<file path="src/rtl/hs_merge_pkg.sv">
package hs_merge_pkg;
  localparam int NUM_IN = 2;
  localparam int IDX_A = 0;
  localparam int IDX_B = 1;

  typedef logic [NUM_IN-1:0] inVec_t;

  typedef struct packed {
    logic startCycle;
    logic raiseAck;
    logic dropReq;
    logic dropAck;
  } hsStrobe_t;

  typedef enum logic [1:0] {
    ST_IDLE,
    ST_WAIT_ACK,
    ST_HOLD,
    ST_DRAIN
  } hsState_t;
endpackage

</file>
<file path="src/rtl/hs_merge_ctrl.sv">
module hs_merge_ctrl
  import hs_merge_pkg::*;
(
  input  logic      clk,
  input  logic      rstN,
  input  logic      anySingle,
  input  logic      ownerReq,
  input  logic      cAck,
  output hsStrobe_t strobe
);
  hsState_t state, stateNext;

  always_comb begin
    strobe    = '0;
    stateNext = state;
    case (state)
      ST_IDLE: begin
        if (anySingle && !cAck) begin
          strobe.startCycle = 1'b1;
          stateNext         = ST_WAIT_ACK;
        end
      end
      ST_WAIT_ACK: begin
        if (cAck) begin
          strobe.raiseAck = 1'b1;
          stateNext       = ST_HOLD;
        end
      end
      ST_HOLD: begin
        if (!ownerReq) begin
          strobe.dropReq = 1'b1;
          stateNext      = ST_DRAIN;
        end
      end
      ST_DRAIN: begin
        if (!cAck) begin
          strobe.dropAck = 1'b1;
          stateNext      = ST_IDLE;
        end
      end
      default: stateNext = ST_IDLE;
    endcase
  end

  always_ff @(posedge clk or negedge rstN) begin
    if (!rstN) state <= ST_IDLE;
    else       state <= stateNext;
  end
endmodule

</file>
<file path="src/rtl/hs_merge_dp.sv">
module hs_merge_dp
  import hs_merge_pkg::*;
(
  input  logic      clk,
  input  logic      rstN,
  input  inVec_t    reqVec,
  input  hsStrobe_t strobe,
  output inVec_t    ackVec,
  output logic      cReq,
  output logic      protoErr,
  output logic      anySingle,
  output logic      ownerReq
);
  inVec_t owner;
  logic   multiReq;

  // more than one bit set: clearing the lowest set bit leaves something
  assign multiReq  = |(reqVec & (reqVec - inVec_t'(1)));
  assign anySingle = (|reqVec) && !multiReq;
  assign ownerReq  = |(reqVec & owner);

  always_ff @(posedge clk or negedge rstN) begin
    if (!rstN)                 owner <= '0;
    else if (strobe.startCycle) owner <= reqVec;
  end

  always_ff @(posedge clk or negedge rstN) begin
    if (!rstN)                  cReq <= 1'b0;
    else if (strobe.startCycle) cReq <= 1'b1;
    else if (strobe.dropReq)    cReq <= 1'b0;
  end

  always_ff @(posedge clk or negedge rstN) begin
    if (!rstN) protoErr <= 1'b0;
    else       protoErr <= multiReq;
  end

  for (genvar gi = 0; gi < NUM_IN; gi++) begin : g_ack
    always_ff @(posedge clk or negedge rstN) begin
      if (!rstN)                              ackVec[gi] <= 1'b0;
      else if (strobe.raiseAck && owner[gi])  ackVec[gi] <= 1'b1;
      else if (strobe.dropAck && owner[gi])   ackVec[gi] <= 1'b0;
    end
  end
endmodule

</file>
<file path="src/rtl/hs_merge2.sv">
module hs_merge2
  import hs_merge_pkg::*;
(
  input  logic clk,
  input  logic rstN,
  input  logic aReq,
  output logic aAck,
  input  logic bReq,
  output logic bAck,
  output logic cReq,
  input  logic cAck,
  output logic protoErr
);
  inVec_t    reqVec;
  inVec_t    ackVec;
  hsStrobe_t strobe;
  logic      anySingle;
  logic      ownerReq;

  assign reqVec[IDX_A] = aReq;
  assign reqVec[IDX_B] = bReq;
  assign aAck = ackVec[IDX_A];
  assign bAck = ackVec[IDX_B];

  hs_merge_ctrl i_ctrl (
    .clk       (clk),
    .rstN      (rstN),
    .anySingle (anySingle),
    .ownerReq  (ownerReq),
    .cAck      (cAck),
    .strobe    (strobe)
  );

  hs_merge_dp i_dp (
    .clk       (clk),
    .rstN      (rstN),
    .reqVec    (reqVec),
    .strobe    (strobe),
    .ackVec    (ackVec),
    .cReq      (cReq),
    .protoErr  (protoErr),
    .anySingle (anySingle),
    .ownerReq  (ownerReq)
  );
endmodule

</file>
<file path="config.mk">
export PLATFORM = sky130hd
export DESIGN_NAME = hs_merge2
export DESIGN_NICKNAME = d
export VERILOG_FILES = /design/src/rtl/hs_merge_pkg.sv /design/src/rtl/hs_merge_ctrl.sv /design/src/rtl/hs_merge_dp.sv /design/src/rtl/hs_merge2.sv
export SDC_FILE = /design/constraint.sdc
export NUM_CORES = 1
export LEC_CHECK = 0
export ABC_CLOCK_PERIOD_IN_PS = 4200
export BUFFER_PORTS_ARGS = -buffer_cell sky130_fd_sc_hd__buf_2
export CAP_MARGIN = 20
export CORE_AREA = 8 8 45 47
export DETAILED_ROUTE_END_ITERATION = 8
export DIE_AREA = 0 0 53 55
export GPL_TIMING_DRIVEN = 0
export PLACE_DENSITY = 0.61
export SYNTH_ARGS = -nofsm -noshare
export SYNTH_HDL_FRONTEND = slang
export SYNTH_SLANG_ARGS = --single-unit
</file>
<file path="constraint.sdc">
create_clock -name clk -period 4.2 [get_ports clk]
set_clock_uncertainty 0.1 [all_clocks]
set_input_delay 0.42 -clock clk [delete_from_list [all_inputs] [get_ports clk]]
set_output_delay 0.42 -clock clk [all_outputs]
set_load 0.01 [all_outputs]
</file>
; ---- Word level (Yosys, flattened, before mapping)
; Cells that the tools add are included.
[classes]
add_sub_neg = 1
n_eq_ne = 7
muxes = 19
bitwise_logic = 2
reduce_logical = 16
[ops]
columns = op, n
row1 = 1-bit 2-to-1 mux, 14
row2 = 2-bit 2-to-1 mux, 4
row3 = 2-bit case mux with 4 select lines, 1
row4 = 1-bit logical AND, 6
row5 = "2-bit != test, second input constant", 3
row6 = 2-bit nonzero test, 3
row7 = 2-bit OR reduction, 3
row8 = 2-bit AND, 2
row9 = "2-bit equality test, second input constant", 2
row10 = 4-bit AND reduction, 1
row11 = "2-bit by 1-bit equality test with 1-bit output, second input constant", 1
row12 = 1-bit logical NOT, 2
row13 = 2-bit logical NOT, 1
row14 = "2-bit by 1-bit != test with 1-bit output, second input constant", 1
row15 = "2-bit by 1-bit subtractor with 2-bit output, second input constant", 1
[word_totals]
register_bits = 8
input_bits = 5
out_inout_bits = 4
elab_cells = 51

; ---- Logic depth before layout (Yosys ltp)
[logic_depth]
ltp_word = 9
depth_mapped = 6
mapped_depth_nobuf = 6

; ---- Hierarchy
; Synthesis repeated with hierarchy kept, for this count alone.
[hier_totals]
hier_cells = 34
hier_area_um2 = 446.7
[modules_own_cells]
columns = module, n_inst, cells_each, area_per_inst_um2, seq_area_each_um2
row1 = hs_merge_dp, 1, 16, 239.0, 150.1
row2 = hs_merge_ctrl, 1, 18, 207.7, 50.0

; ---- Worst setup path after synthesis
; No wires, ideal clock.
[synth_path]
path_kind = input port to flip-flop
startpoint = in aReq
endpoint = reg i_ctrl.state[1]
setup_time_ns = 0.125
t_arrival_ns = 1.403
required_time_ns = 3.975
setup_slack_ns = 2.572
cell_stages = 5
n_path_buf = 0
cell_sequence = ha_1 > nand2b_1 > a22oi_2 > nor2_2 > mux2_4
[synth_via]
elab_chain_len = 8
elab_cells_between_ends = 12
cone_classes = 1 x add/sub / 2 x eq/ne / 2 x bitwise / 7 x reduce/logical
[synth_lines]
columns = element, line_no
row1 = from (decl), hs_merge2.sv:6  ; input logic aReq,
row2 = 2-bit by 1-bit subtractor with 2-bit output, hs_merge_dp.sv:18  ; assign multiReq = |(reqVec & (reqVec - inVec_t'(1)));
row3 = 2-bit AND, hs_merge_dp.sv:18
row4 = 2-bit OR reduction, hs_merge_dp.sv:18
row5 = 1-bit logical NOT, hs_merge_dp.sv:19  ; assign anySingle = (|reqVec) && !multiReq;
row6 = 1-bit logical AND, hs_merge_dp.sv:19
row7 = 1-bit logical AND, hs_merge_ctrl.sv:18  ; if (anySingle && !cAck) begin
row8 = 2-bit by 1-bit != test with 1-bit output (no source line), --
row9 = 4-bit AND reduction (no source line) (*), --
row10 = to (signal assigned), hs_merge_ctrl.sv:47  ; else state <= stateNext;
row11 = to (decl), hs_merge_ctrl.sv:11  ; hsState_t state, stateNext;
; Mark *: on every way between the ends. The rest lies on a longest branch, timed or not.
; A chain may end at the register's enable or synchronous reset.

; ---- Worst setup path after layout
[layout_path]
startpoint = reg i_ctrl.state[0]
endpoint = reg i_ctrl.state[1]
[layout_via]
elab_chain_len = 3
elab_cells_between_ends = 10
cone_classes = 7 x eq/ne / 1 x mux / 2 x reduce/logical
[layout_lines]
columns = element, line_no
row1 = "2-bit equality test, or another cell as far along", hs_merge_ctrl.sv:16  ; case (state)
row2 = 2-bit != test (no source line) / 2-bit by 1-bit != test with 1-bit output (equally long branches), --
row3 = 4-bit AND reduction (no source line), --
; Several ways; a longest one is shown, not always the timed one.

==> impl_metrics.env <==
export IMPL_rsz0062_at_grt="false"
export IMPL_syn_cell_area_um2=419.2
export IMPL_met1_usage_pct=6.923
export IMPL_power_internal_mw=0.2274
export IMPL_syn_nets=48
export IMPL_reg2reg_slack_ps=2600
export IMPL_final_antenna_net_count=0
export IMPL_h_tree_depth=1
export IMPL_reg2reg_to="i_ctrl.state[1]"
export IMPL_power_density_mw_per_mm2=706.9
export IMPL_place_congestion=0.7234
export IMPL_finalSetupTns_ps=0
export IMPL_start_util_pct=30.29
export IMPL_final_layout_size_suffix_gt1_share_pct=34.00
export IMPL_cap_violations=0
export IMPL_hp_class="in2reg"
export IMPL_grt_ovfl_total=0
export IMPL_clock_fmax_ghz=0.6243
export IMPL_drc=0
export IMPL_dr_pass1_iters=4
export IMPL_portBuffers=8
export IMPL_n_antenna_cell=0
export IMPL_dp_cells=62
export IMPL_start_kind="flop"
export IMPL_drv_slew=0
export IMPL_dp_hpwl_um=620.5
export IMPL_vias_per_cell=4.636
export IMPL_path_clk_slew_ps=60
export IMPL_endpoint_kind="flop"
export IMPL_track_usage_pct=6.696
export IMPL_synthToLayoutAreaGrowth_pct=22.09
export IMPL_total_leakage_power_nw=0.2590
export IMPL_grt_pass1_vias=326
export IMPL_mostFrequentLayoutCells="dfrtp_1, buf_2, nand2_1, ha_1"
export IMPL_whs_path_depth=2
export IMPL_finalNonFillerCells=66
export IMPL_gr_usage_met2_pct=9.375
export IMPL_synth_seq_area_share_pct=47.76
export IMPL_fin_crit_ps=1602
export IMPL_num_rows=14
export IMPL_post_route_period_util_pct=38.14
export IMPL_clkLatencyLatePin_ps=250
export IMPL_cp_max_fo=4
export IMPL_worst_slew_pin_slew_ps=216.5
export IMPL_finalSetupViolCount=0
export IMPL_vias=306
export IMPL_die_area_mm2=0.002915
export IMPL_fin_nets=62
export IMPL_p_seq_share_pct=39.1
export IMPL_status="finished, final reports clean"
export IMPL_ys_ff_latch=8
export IMPL_pwr_share_clk_pct=16.6
export IMPL_worst_ep_required_time_ps=4240
export IMPL_cts_tree="done"
export IMPL_swShare_pct=37.15
export IMPL_grt_busiest_layer="met2"
export IMPL_ir_drop_mv=0.1949
export IMPL_syn_inst=38
export IMPL_cts_sinks=8
export IMPL_yosys_warnings=0
export IMPL_die_w_um=53
export IMPL_drt_iter0_drc=3
export IMPL_ff2ff_path_depth=6
export IMPL_clock_path_buffers=2
export IMPL_hold_viol=0
export IMPL_grt_max_degree=9
export IMPL_use_met3_pct=2.941
export IMPL_whs_ps=325.8
export IMPL_worst_slew_margin_rel_pct=85.57
export IMPL_die_y_um=55
export IMPL_yosysUniqueCellTypes=15
export IMPL_wirelength_um=842
export IMPL_avgSynthCellArea_um2=11.03
export IMPL_utilization_pct=36.98
export IMPL_post_place_ws_ps=2396
export IMPL_arrival_ps=1640
export IMPL_cts_made_buffers=3
export IMPL_cts_setup_buffers=0
export IMPL_path_class="reg2reg"
export IMPL_ios=9
export IMPL_grt_pass1_wl_um=1345
export IMPL_grt_antenna_before_repair=0
export IMPL_root_buffer="clkbuf_4"
export IMPL_critPathCapture="i_ctrl.state[1]"
export IMPL_r2r_start="i_ctrl.state[0]"
export IMPL_startpoint="i_ctrl.state[0]"
export IMPL_layout_setup_ws_ps=2598
export IMPL_design_core_area_mm2=0.001384
export IMPL_switching_power_mw=0.1344
export IMPL_wl_per_cell_um=12.76
export IMPL_power_frac_comb_pct=44.3
export IMPL_num_fill_cells=141
## synth_stat cells, drive strengths merged
library cell  n  area share, %
a21oi         4            4.8
a22oi         2            4.8
dfrtp         8             48
ha            5             15
inv           2            1.8
mux2          3            9.0
nand2         5            4.5
nand2b        1            1.5
nand3b        1            1.8
nor2          5            5.1
nor2b         1            1.5
o32a          1            2.7
## logic make-up after synthesis
| logic type | share of synthesized area (%) |
|---|---|
| simple gates | 14.33 |
| flops | 47.76 |
| compound gates | 12.24 |
| fa+ha+maj | 14.93 |
| mux | 8.954 |
| buf+inv | 1.792 |
## state kept, by name, indices dropped and copies added, names as in the netlist
name and count:
i_dp.protoErr 1, i_dp.ackVec 2, i_ctrl.state 2, i_dp.owner 2
i_dp.cReq 1
## stage by stage
| stage | area, um^2 | power (mW) |
|---|---|---|
| after floorplan | 419.2 | 0.2593 |
| after detailed placement | 479.2 | 0.3038 |
| after global routing | 511.7 | 0.4004 |
| after global placement | 479.2 | 0.2966 |
| final | 511.7 | 0.3617 |
| after CTS | 511.7 | 0.3672 |
## how the worst min path moves through the flow
| stage | slack (ps) | endpoint | startpoint |
|---|---|---|---|
| after floorplan | 20 | i_ctrl.state[0] | rstN |
| after detailed placement | 170 | i_dp.ackVec[1] | rstN |
| final | 330 | i_dp.protoErr | bReq |
| after global placement | 170 | i_dp.ackVec[1] | rstN |
| after global routing | 320 | i_dp.protoErr | bReq |
| after CTS | 320 | i_dp.protoErr | bReq |
## critical path, cell delays in order (launching register included)
cell and delay, ps:
dfrtp_1 410, inv_1 90, ha_1 220, nand2b_1 80, a22oi_2 210, nor2_2 80, mux2_4 290
## power by group through the flow
stage / Combinational (mW) / Sequential (mW) / Clock, mW
4_1_cts: 0.163 / 0.142 / 0.0628
3_5_place_dp: 0.161 / 0.143 / 0
5_1_grt: 0.184 / 0.147 / 0.0696
6_report: 0.160 / 0.141 / 0.0602
2_1_floorplan: 0.117 / 0.142 / 0
3_3_place_gp: 0.155 / 0.141 / 0
## layout make-up
class / instances / area [um^2] / share of cell area (%)
inverter: 2 / 7.507 / 1.467
multi-input combinational: 28 / 211.5 / 41.32
clock buffer: 3 / 22.52 / 4.401
sequential: 8 / 200.2 / 39.12
tap: 16 / 20.02 / 3.912
timing repair buffer: 9 / 50.05 / 9.780
## routing by layer
layer / up-vias / routed length, um / part of all wire [%]
met5: - / 0 / 0
met4: 0 / 38 / 4.5
met3: 4 / 72 / 8.6
met2: 9 / 338 / 40
met1: 137 / 392 / 47
li1: 156 / - / -
## repair_timing
item	4_1_cts	5_1_grt
gates resized for setup	0	0
hold buffers	1	0
hold endpoints to repair	8	0
No activity file was read; power rests on OpenSTA's default activity.
